**src/rtl/hptw_pkg.sv**
```systemverilog
package hptw_pkg;
    localparam int WORD_W = 32;
    localparam int VSID_W = 24;
    localparam int API_W  = 6;
    localparam int RPN_W  = 20;
    localparam int OFF_W  = 12;
    localparam int PIDX_W = 16;

    typedef enum logic [1:0] {
        ACC_PROBE = 2'd0,
        ACC_READ  = 2'd1,
        ACC_WRITE = 2'd2,
        ACC_FETCH = 2'd3
    } acc_e;

    // tag word, as seen after byte swap
    typedef struct packed {
        logic              valid;
        logic [VSID_W-1:0] vsid;
        logic              hsel;
        logic [API_W-1:0]  api;
    } tag_word_t;

    // mapping word, as seen after byte swap
    typedef struct packed {
        logic [RPN_W-1:0] rpn;
        logic [2:0]       rsv_hi;
        logic             ref_bit;
        logic             chg_bit;
        logic [3:0]       attr;
        logic             rsv_lo;
        logic [1:0]       prot;
    } map_word_t;

    typedef enum logic [2:0] {
        S_IDLE = 3'd0,
        S_TAG  = 3'd1,
        S_MAP  = 3'd2,
        S_WB   = 3'd3,
        S_FIN  = 3'd4
    } walk_state_e;
endpackage

```
**src/rtl/hptw_bswap.sv**
```systemverilog
module hptw_bswap #(
    parameter int W = 32
) (
    input  logic [W-1:0] din,
    output logic [W-1:0] dout
);
    localparam int NB = W / 8;

    for (genvar b = 0; b < NB; b++) begin : g_lane
        assign dout[8*b +: 8] = din[8*(NB-1-b) +: 8];
    end
endmodule

```
**src/rtl/hptw_group_addr.sv**
```systemverilog
module hptw_group_addr #(
    parameter int ADDR_W    = 32,
    parameter int HASH_W    = 19,
    parameter int PIDX_W    = 16,
    parameter int GRP_SHIFT = 6
) (
    input  logic [HASH_W-1:0] vsid_lo,
    input  logic [PIDX_W-1:0] pidx,
    input  logic [HASH_W-1:0] mask,
    input  logic [ADDR_W-1:0] base,
    input  logic              secondary,
    output logic [ADDR_W-1:0] grp_addr
);
    logic [HASH_W-1:0] h_pri;
    logic [HASH_W-1:0] h_sel;

    assign h_pri    = vsid_lo ^ HASH_W'(pidx);
    assign h_sel    = secondary ? ~h_pri : h_pri;
    assign grp_addr = (ADDR_W'(h_sel & mask) << GRP_SHIFT) | base;
endmodule

```
**src/rtl/hptw_entry_match.sv**
```systemverilog
module hptw_entry_match
    import hptw_pkg::*;
(
    input  tag_word_t         tag,
    input  logic [VSID_W-1:0] vsid,
    input  logic [API_W-1:0]  api,
    input  logic              secondary,
    output logic              hit
);
    assign hit = tag.valid && (tag.hsel == secondary)
              && (tag.vsid == vsid) && (tag.api == api);
endmodule

```
**src/rtl/hptw_walker.sv**
```systemverilog
module hptw_walker
    import hptw_pkg::*;
#(
    parameter int ADDR_W      = 32,
    parameter int HASH_W      = 19,
    parameter int ENTRIES     = 8,
    parameter int ENTRY_BYTES = 8
) (
    input  logic                clk,
    input  logic                rst_n,
    input  logic                req_valid,
    output logic                req_ready,
    input  logic [VSID_W-1:0]   req_vsid,
    input  logic [PIDX_W-1:0]   req_pidx,
    input  logic [API_W-1:0]    req_api,
    input  logic [1:0]          req_acc,
    input  logic [OFF_W-1:0]    req_off,
    input  logic [ADDR_W-1:0]   tbl_base,
    input  logic [HASH_W-1:0]   tbl_mask,
    output logic                mem_req,
    output logic                mem_we,
    output logic [ADDR_W-1:0]   mem_addr,
    output logic [WORD_W-1:0]   mem_wdata,
    input  logic                mem_ack,
    input  logic [WORD_W-1:0]   mem_rdata,
    output logic                done,
    output logic                fault,
    output logic [RPN_W+OFF_W-1:0] paddr,
    output logic [WORD_W-1:0]   pte_word,
    output logic                fill_valid
);
    localparam int IDX_W       = $clog2(ENTRIES);
    localparam int ENTRY_SHIFT = $clog2(ENTRY_BYTES);
    localparam int GRP_SHIFT   = $clog2(ENTRIES * ENTRY_BYTES);
    localparam int MAP_OFS     = ENTRY_BYTES / 2;
    localparam int PA_W        = RPN_W + OFF_W;
    localparam logic [IDX_W-1:0] LAST_IDX = IDX_W'(ENTRIES - 1);

    typedef struct packed {
        walk_state_e         st;
        logic [IDX_W-1:0]    idx;
        logic                sec;
        logic [VSID_W-1:0]   vsid;
        logic [PIDX_W-1:0]   pidx;
        logic [API_W-1:0]    api;
        acc_e                acc;
        logic [OFF_W-1:0]    off;
        logic [ADDR_W-1:0]   base;
        logic [HASH_W-1:0]   mask;
        map_word_t           map;
        logic                fault;
        logic [PA_W-1:0]     pa;
    } regs_t;

    regs_t r_d, r_q;

    // ---------------- datapath helpers ----------------
    logic [ADDR_W-1:0] grp_addr;
    logic [ADDR_W-1:0] entry_addr;
    logic [WORD_W-1:0] rd_word;
    logic [WORD_W-1:0] wr_word;
    tag_word_t         rd_tag;
    map_word_t         rd_map;
    map_word_t         upd_map;
    logic              slot_hit;

    hptw_group_addr #(
        .ADDR_W   (ADDR_W),
        .HASH_W   (HASH_W),
        .PIDX_W   (PIDX_W),
        .GRP_SHIFT(GRP_SHIFT)
    ) u_grp (
        .vsid_lo  (r_q.vsid[HASH_W-1:0]),
        .pidx     (r_q.pidx),
        .mask     (r_q.mask),
        .base     (r_q.base),
        .secondary(r_q.sec),
        .grp_addr (grp_addr)
    );

    hptw_bswap #(.W(WORD_W)) u_swap_rd (
        .din (mem_rdata),
        .dout(rd_word)
    );

    assign wr_word = r_q.map;

    hptw_bswap #(.W(WORD_W)) u_swap_wr (
        .din (wr_word),
        .dout(mem_wdata)
    );

    assign rd_tag = rd_word;
    assign rd_map = rd_word;

    hptw_entry_match u_match (
        .tag      (rd_tag),
        .vsid     (r_q.vsid),
        .api      (r_q.api),
        .secondary(r_q.sec),
        .hit      (slot_hit)
    );

    assign entry_addr = grp_addr + ADDR_W'({r_q.idx, {ENTRY_SHIFT{1'b0}}});

    // status bit update by access type
    always_comb begin
        upd_map = rd_map;
        if (r_q.acc != ACC_PROBE) begin
            upd_map.ref_bit = 1'b1;
        end
        if (r_q.acc == ACC_WRITE) begin
            upd_map.chg_bit = 1'b1;
        end
    end

    // ---------------- next-state logic ----------------
    always_comb begin
        r_d = r_q;
        unique case (r_q.st)
            S_IDLE: begin
                if (req_valid) begin
                    r_d.st    = S_TAG;
                    r_d.idx   = '0;
                    r_d.sec   = 1'b0;
                    r_d.vsid  = req_vsid;
                    r_d.pidx  = req_pidx;
                    r_d.api   = req_api;
                    r_d.acc   = acc_e'(req_acc);
                    r_d.off   = req_off;
                    r_d.base  = tbl_base;
                    r_d.mask  = tbl_mask;
                    r_d.fault = 1'b0;
                end
            end
            S_TAG: begin
                if (mem_ack) begin
                    if (slot_hit) begin
                        r_d.st = S_MAP;
                    end else if (r_q.idx == LAST_IDX) begin
                        r_d.idx = '0;
                        if (r_q.sec) begin
                            r_d.fault = 1'b1;
                            r_d.st    = S_FIN;
                        end else begin
                            r_d.sec = 1'b1;
                        end
                    end else begin
                        r_d.idx = r_q.idx + 1'b1;
                    end
                end
            end
            S_MAP: begin
                if (mem_ack) begin
                    r_d.map = upd_map;
                    r_d.pa  = {rd_map.rpn, r_q.off};
                    r_d.st  = (r_q.acc == ACC_PROBE) ? S_FIN : S_WB;
                end
            end
            S_WB: begin
                if (mem_ack) begin
                    r_d.st = S_FIN;
                end
            end
            S_FIN: begin
                r_d.st = S_IDLE;
            end
            default: begin
                r_d.st = S_IDLE;
            end
        endcase
    end

    always_ff @(posedge clk) begin
        if (!rst_n) begin
            r_q <= '0;
        end else begin
            r_q <= r_d;
        end
    end

    // ---------------- outputs ----------------
    assign req_ready  = (r_q.st == S_IDLE);
    assign mem_req    = (r_q.st == S_TAG) || (r_q.st == S_MAP) || (r_q.st == S_WB);
    assign mem_we     = (r_q.st == S_WB);
    assign mem_addr   = (r_q.st == S_TAG) ? entry_addr : entry_addr + ADDR_W'(MAP_OFS);
    assign done       = (r_q.st == S_FIN);
    assign fault      = r_q.fault;
    assign paddr      = r_q.pa;
    assign pte_word   = r_q.map;
    assign fill_valid = done && !r_q.fault && (r_q.acc != ACC_PROBE);

    // ---------------- assertions ----------------
    p_req_hold_r11: assert property (@(posedge clk) disable iff (!rst_n)
        (mem_req && !mem_ack) |=> (mem_req && $stable(mem_addr) && $stable(mem_we) && $stable(mem_wdata)));

    p_done_pulse_r7: assert property (@(posedge clk) disable iff (!rst_n)
        done |=> !done);

    p_busy_not_ready_r10: assert property (@(posedge clk) disable iff (!rst_n)
        mem_req |-> !req_ready);

    p_fill_hit_only_r9: assert property (@(posedge clk) disable iff (!rst_n)
        fill_valid |-> (done && !fault));

    p_probe_no_write_r6: assert property (@(posedge clk) disable iff (!rst_n)
        (mem_req && mem_we) |-> (r_q.acc != ACC_PROBE));

    p_wb_ref_set_r5: assert property (@(posedge clk) disable iff (!rst_n)
        (mem_req && mem_we) |-> mem_wdata[16]);

    p_fault_no_write_r8: assert property (@(posedge clk) disable iff (!rst_n)
        (done && fault) |-> !$past(mem_we));
endmodule

```
**config.mk**
```make
export PLATFORM = sky130hd
export DESIGN_NAME = hptw_walker
export DESIGN_NICKNAME = d
export VERILOG_FILES = /design/src/rtl/hptw_pkg.sv /design/src/rtl/hptw_bswap.sv /design/src/rtl/hptw_group_addr.sv /design/src/rtl/hptw_entry_match.sv /design/src/rtl/hptw_walker.sv
export SDC_FILE = /design/constraint.sdc
export NUM_CORES = 1
export LEC_CHECK = 0
export ABC_AREA = 1
export CAP_MARGIN = 20
export CORE_MARGIN = 2
export CORE_UTILIZATION = 38
export DETAILED_ROUTE_END_ITERATION = 16
export PLACE_DENSITY = 0.64
export SLEW_MARGIN = 30
export SYNTH_ARGS = -nofsm -noshare
export SYNTH_HDL_FRONTEND = slang
export SYNTH_SLANG_ARGS = --single-unit
```
**constraint.sdc**
```tcl
create_clock -name clk -period 3.6 [get_ports clk]
set_clock_uncertainty 0.1 [all_clocks]
set_input_delay 0.36 -clock clk [delete_from_list [all_inputs] [get_ports clk]]
set_output_delay 0.36 -clock clk [all_outputs]
set_load 0.01 [all_outputs]
```
==> Word-level counts from Yosys, hierarchy flattened <==
Index checks and enable logic that the tools add are counted.
{ "totals": {"mem_bits_rw": 0, "memories": 0, "latchBits": 0, "regBits": 183, "mem_bits_ro": 0, "out_inout_bits": 134, "elab_cells": 85} }
{ "op_classes": {"order_cmp": 0, "addsub": 3, "n_reduce_logical": 18, "n_shift": 0, "mul": 0, "muxes": 23, "eq_ne": 18, "n_div": 0, "n_bitwise": 4} }
{ "ops": {"columns": ["op", "count"], "rows": [
  ["118-bit two-way mux", 1],
  ["32-bit by 3-bit adder with 32-bit output, second input constant", 1],
  ["32-bit by 6-bit adder with 32-bit output", 1],
  ["32-bit two-way mux", 1],
  ["32-bit OR", 1],
  ["24-bit equality test", 1],
  ["3-bit two-way mux", 7],
  ["19-bit bitwise AND", 1],
  ["19-bit two-way mux", 1],
  ["19-bit inverter", 1],
  ["19-bit by 16-bit bitwise XOR with 19-bit output", 1],
  ["2-bit != test, second input constant", 6],
  ["3-bit one-hot mux with 4 select lines", 1],
  ["6-bit AND reduction", 2],
  ["1-bit two-way mux", 8],
  ["4-bit one-hot mux with 2 select lines", 1],
  ["7-bit two-way mux", 1],
  ["3-bit by 2-bit equality test with 1-bit output, second input constant", 2],
  ["3-bit equality test, second input constant", 2],
  ["6-bit equality test", 1],
  ["3-bit != test, second input constant", 2],
  ["1-bit logical AND", 5],
  ["5-bit AND reduction", 1],
  ["4-bit two-way mux", 1],
  ["other kinds (13)", 16]
]} }

==> Longest topological paths before layout <==
{ "depth": {"word_depth": 8, "depth_mapped": 22, "ltp_nobuf": 20} }

==> By module <==
A second synthesis with hierarchy kept.
{ "unflattened": {"hier_cells": 1656, "hier_area_um2": 10277.4} }
{ "modules_own_cells": {"columns": ["mod", "instances", "seq_area_each_um2", "area_each_um2", "cells_each"], "rows": [
  ["hptw_walker", 1, 3263.1, 8344.3, 1238],
  ["hptw_group_addr", 1, 0.0, 813.3, 186],
  ["hptw_entry_match", 1, 0.0, 639.4, 168],
  ["hptw_bswap", 2, 0.0, 240.2, 32]
]} }

==> Least setup slack after synthesis <==
Ideal clock, no wire load.
{ "synth_timing": {"path_type": "reg-to-output", "from": "reg r_q[177] (netlist name)", "to": "out mem_addr[26]", "path_stages_with_launch": 18, "t_required_ns": 3.140, "n_path_buf": 1, "setup_slack_ns": 0.631, "arrival_time_ns": 2.509, "cell_sequence": "dfxtp_1 ha_1 inv_1 fa_1 o21ai_0 nand2_1 nor2_4 buf_6 nand2_2 nand2_2 nand2_1 nor2_1 inv_1 nor2_1 nand2_1 nor2_4 nand2_1 xnor2_1"} }
{ "synth_via": {"elab_chain_cells": 3} }
{ "synth_lines": {"columns": ["element", "line_no", "source"], "rows": [
  ["start, declared", "hptw_walker.sv:55", "regs_t r_d, r_q;"],
  ["start signal, assigned", "hptw_walker.sv:178", "r_q <= r_d;"],
  ["32-bit by 6-bit adder with 32-bit output *", "hptw_walker.sv:104", "assign entry_addr = grp_addr + ADDR_W'({r_q.idx, {ENTRY_SHIFT{1'b0}}});"],
  ["32-bit by 3-bit adder with 32-bit output", "hptw_walker.sv:186", "assign mem_addr = (r_q.st == S_TAG) ? entry_addr : entry_addr + ADDR_W'(MAP_OFS);"],
  ["32-bit two-way mux *", "hptw_walker.sv:186", null],
  ["end, declared", "hptw_walker.sv:22", "output logic [ADDR_W-1:0] mem_addr,"]
]} }
Every way passes the cells marked *; elsewhere a longest branch is shown, timed or not.

==> Worst setup path after layout <==
Same ends and word-level chain as after synthesis.

==> flow_summary.ini <==
[yosys]
synth_edf_count = 0
ys_types = 34
syn_nets = 1586
synthFlopType = dfxtp_1
synth_top_area_share = 0.3398
yosys.area.top_type = dfxtp_1
syn_area_per_cell_um2 = 6.707
synth_area_um2 = 9604
synthArstFlopShare = 0
synth.most_common_cell = nand2_1
syn_inst = 1432
synth_seq_cells = 163
yosys-top-cells-count = nand2_1, dfxtp_1, inv_1
yosysSeqAreaShare = 0.3398
ys_top_cells_by_area = dfxtp_1, nand2_1, buf_4, a21oi_1, o21ai_0
yosysWarnings = 0

[critical_path]
required_ns = 3.14
r2r_slack_ns = 1.34
cp_max_fo = 5
cp-end-kind = output port
reg2regPathDepth = 12
start_kind = flop
cp.arrival_ns = 3.13
path_class = flop to output port

[sta]
final-hold-violation-count = 0
slew_viol_final = 0
fin_tns_setup_ns = 0
fin_crit_ns = 3.588
fmax_mhz = 278.7
rsz0062_at_grt = true
finalCritPeriodShare = 0.9967
setup_viol = 0
tightest_slew_ns = 0.7896
slew_headroom = 0.4729
fin_ws_ns = 0.01187

[finish]
fill_cells = 2408
final_area_um2 = 13800
drive_above_1_share = 0.1972
fin_nets = 1845
diodes = 0
fin_cells = 2034
syn_to_final_growth_pct = 43.69
utilization = 0.5528

[floorplan]
chipHeight_um = 163.0
io_pins = 281
die-area_um2 = 26560
rows = 58
die_x_um = 163.0
start_util = 0.3847
fp.coreArea_um2 = 24960

[detailed_routing]
viasPerCell = 4.852
wl_per_cell_um = 15.30
first_pass_iters = 5
drtIter0Drc = 551
drc_errors = 0
vias = 9869
drtAntennaViolNets = 0
route.final.wire_length_um = 31120

[place]
dp_slack_ns = -0.04041
io_buffers = 280
gp_congestion = 0.8635
placed_cell_area_um2 = 12470
place_inst = 1965
dp_hpwl_um = 23250

[power]
peakVddDrop_uv = 261.5
p_leak_nw = 5.756
p_per_area_nw_per_um2 = 379.8

[global_route]
overflow = 0
grt_pass1_wl_um = 48110
antenna_found_initial = 1
grt_max_degree = 140
grt_usage = 0.2290
grt_pass1_vias = 9416

[clock_tree]
clock_sinks = 163
clock_latency_ns = 0.43
cts.hold.buffers_added = 0
h-tree-depth = 4
root_buffer = clkbuf_16
clockBufferDepth = 2
tritoncts = built
clkTransAtPathRegs_ns = 0.08
numCtsBuffers = 17

[hold_path]
hold_path_depth = 3
holdCritPathClass = input port to flop

[outcome]
status = finished, final reports clean

[run]
cap_viol_max_count = 0
metal layers:
layer | vias up | track usage | wire, um
met5 | - | 0 | 11
met4 | 2 | 0.05189 | 274
met2 | 248 | 0.3935 | 15170
li1 | 5019 | - | -
met3 | 20 | 0.05602 | 1982
met1 | 4580 | 0.2896 | 13680
power by group:
part           internal, mW  switching, mW
sequential             1.93         0.0809
clock                 0.991          0.861
combinational         0.606          0.768
total                  3.53           1.71
final timing paths:
check	end	from
min	paddr[0]$_SDFFE_PN0P_	rst_n
max reg2reg	r_q[176]$_SDFFE_PN0P_	r_q[163]$_SDFFE_PN0P_
min reg2reg	r_q[123]$_SDFFE_PN0P_	r_q[123]$_SDFFE_PN0P_
max	mem_addr[26]	r_q[177]$_SDFFE_PN0P_
worst max-delay path, cell delays in order (launching register included):
cell	delay (ns)
dfxtp_4	0.36
ha_4	0.14
inv_2	0.03
fa_2	0.35
o21ai_2	0.14
nand2_2	0.10
nor2_4	0.15
buf_12	0.15
nand2_8	0.07
buf_4	0.14
buf_4	0.12
o21ai_1	0.12
nand2_1	0.10
nor2_2	0.12
nand3_2	0.10
nor2_4	0.13
nand2_2	0.09
xnor2_2	0.15
buf_2	0.15
cells by family (layout without fill, tap and decap cells):
logic type,after synthesis,in the layout,share of synthesized area
buffers and inverters,319,591,0.1665
adders and majority gates,7,7,0.009901
and+or+nand+nor,622,622,0.2965
AOI/OAI and AO/OA,275,275,0.1454
xor gates and xnor gates,46,46,0.04195
DFF,163,163,0.3398
area by class of cell:
type                    instances  area, um2  area share
clock buffers                  18      429.2     0.03110
clock inverters                14      160.2     0.01160
inverters                     163      614.3     0.04452
multi-input cells             950       5224      0.3785
flip-flops and latches        163       3273      0.2372
well taps                     330      412.9     0.02992
repair buffers                396       3687      0.2672
registers in the layout (all words and copies together), names as in the netlist:
signal,count
r_q,118
pte_word,32
paddr,12
fault,1
metrics by stage:
stage,hold slack (ns),power (mW)
floorplan,0.3297,2.740
global placement,0.3392,3.330
detailed placement,0.3441,3.345
CTS,0.3433,5.223
global route,0.3587,5.504
finish,0.3347,5.242
cell usage in the layout (no fill, tap or decap), types with 4 or more instances in the layout:
master	Yosys	routed
nor2_2	12	14
inv_6	0	4
xnor2_1	21	19
nand3_1	115	102
xor2_1	25	25
nand2_4	1	12
clkbuf_2	0	7
inv_2	11	13
nand2_2	34	57
nor2_4	11	29
dfxtp_1	163	159
inv_8	0	5
nor2_1	130	110
clkbuf_16	0	18
buf_6	4	13
buf_4	99	101
nand2_1	266	231
o21ai_0	131	130
or2_2	4	4
nand3_4	0	4
inv_1	150	147
ha_1	6	4
nand4_1	23	23
nand3_2	7	16
o21bai_1	4	4
nor3_1	13	9
buf_2	0	12
clkdlybuf4s50_1	0	255
a21oi_1	135	135
what timing repair did:
item	4_1_cts	5_1_grt
resized for setup	111	106
buffers inserted	20	16
setup endpoints to repair	22	24
cloned	0	1
pin swaps	33	54
Note: power is estimated with default switching activity, not from simulation.
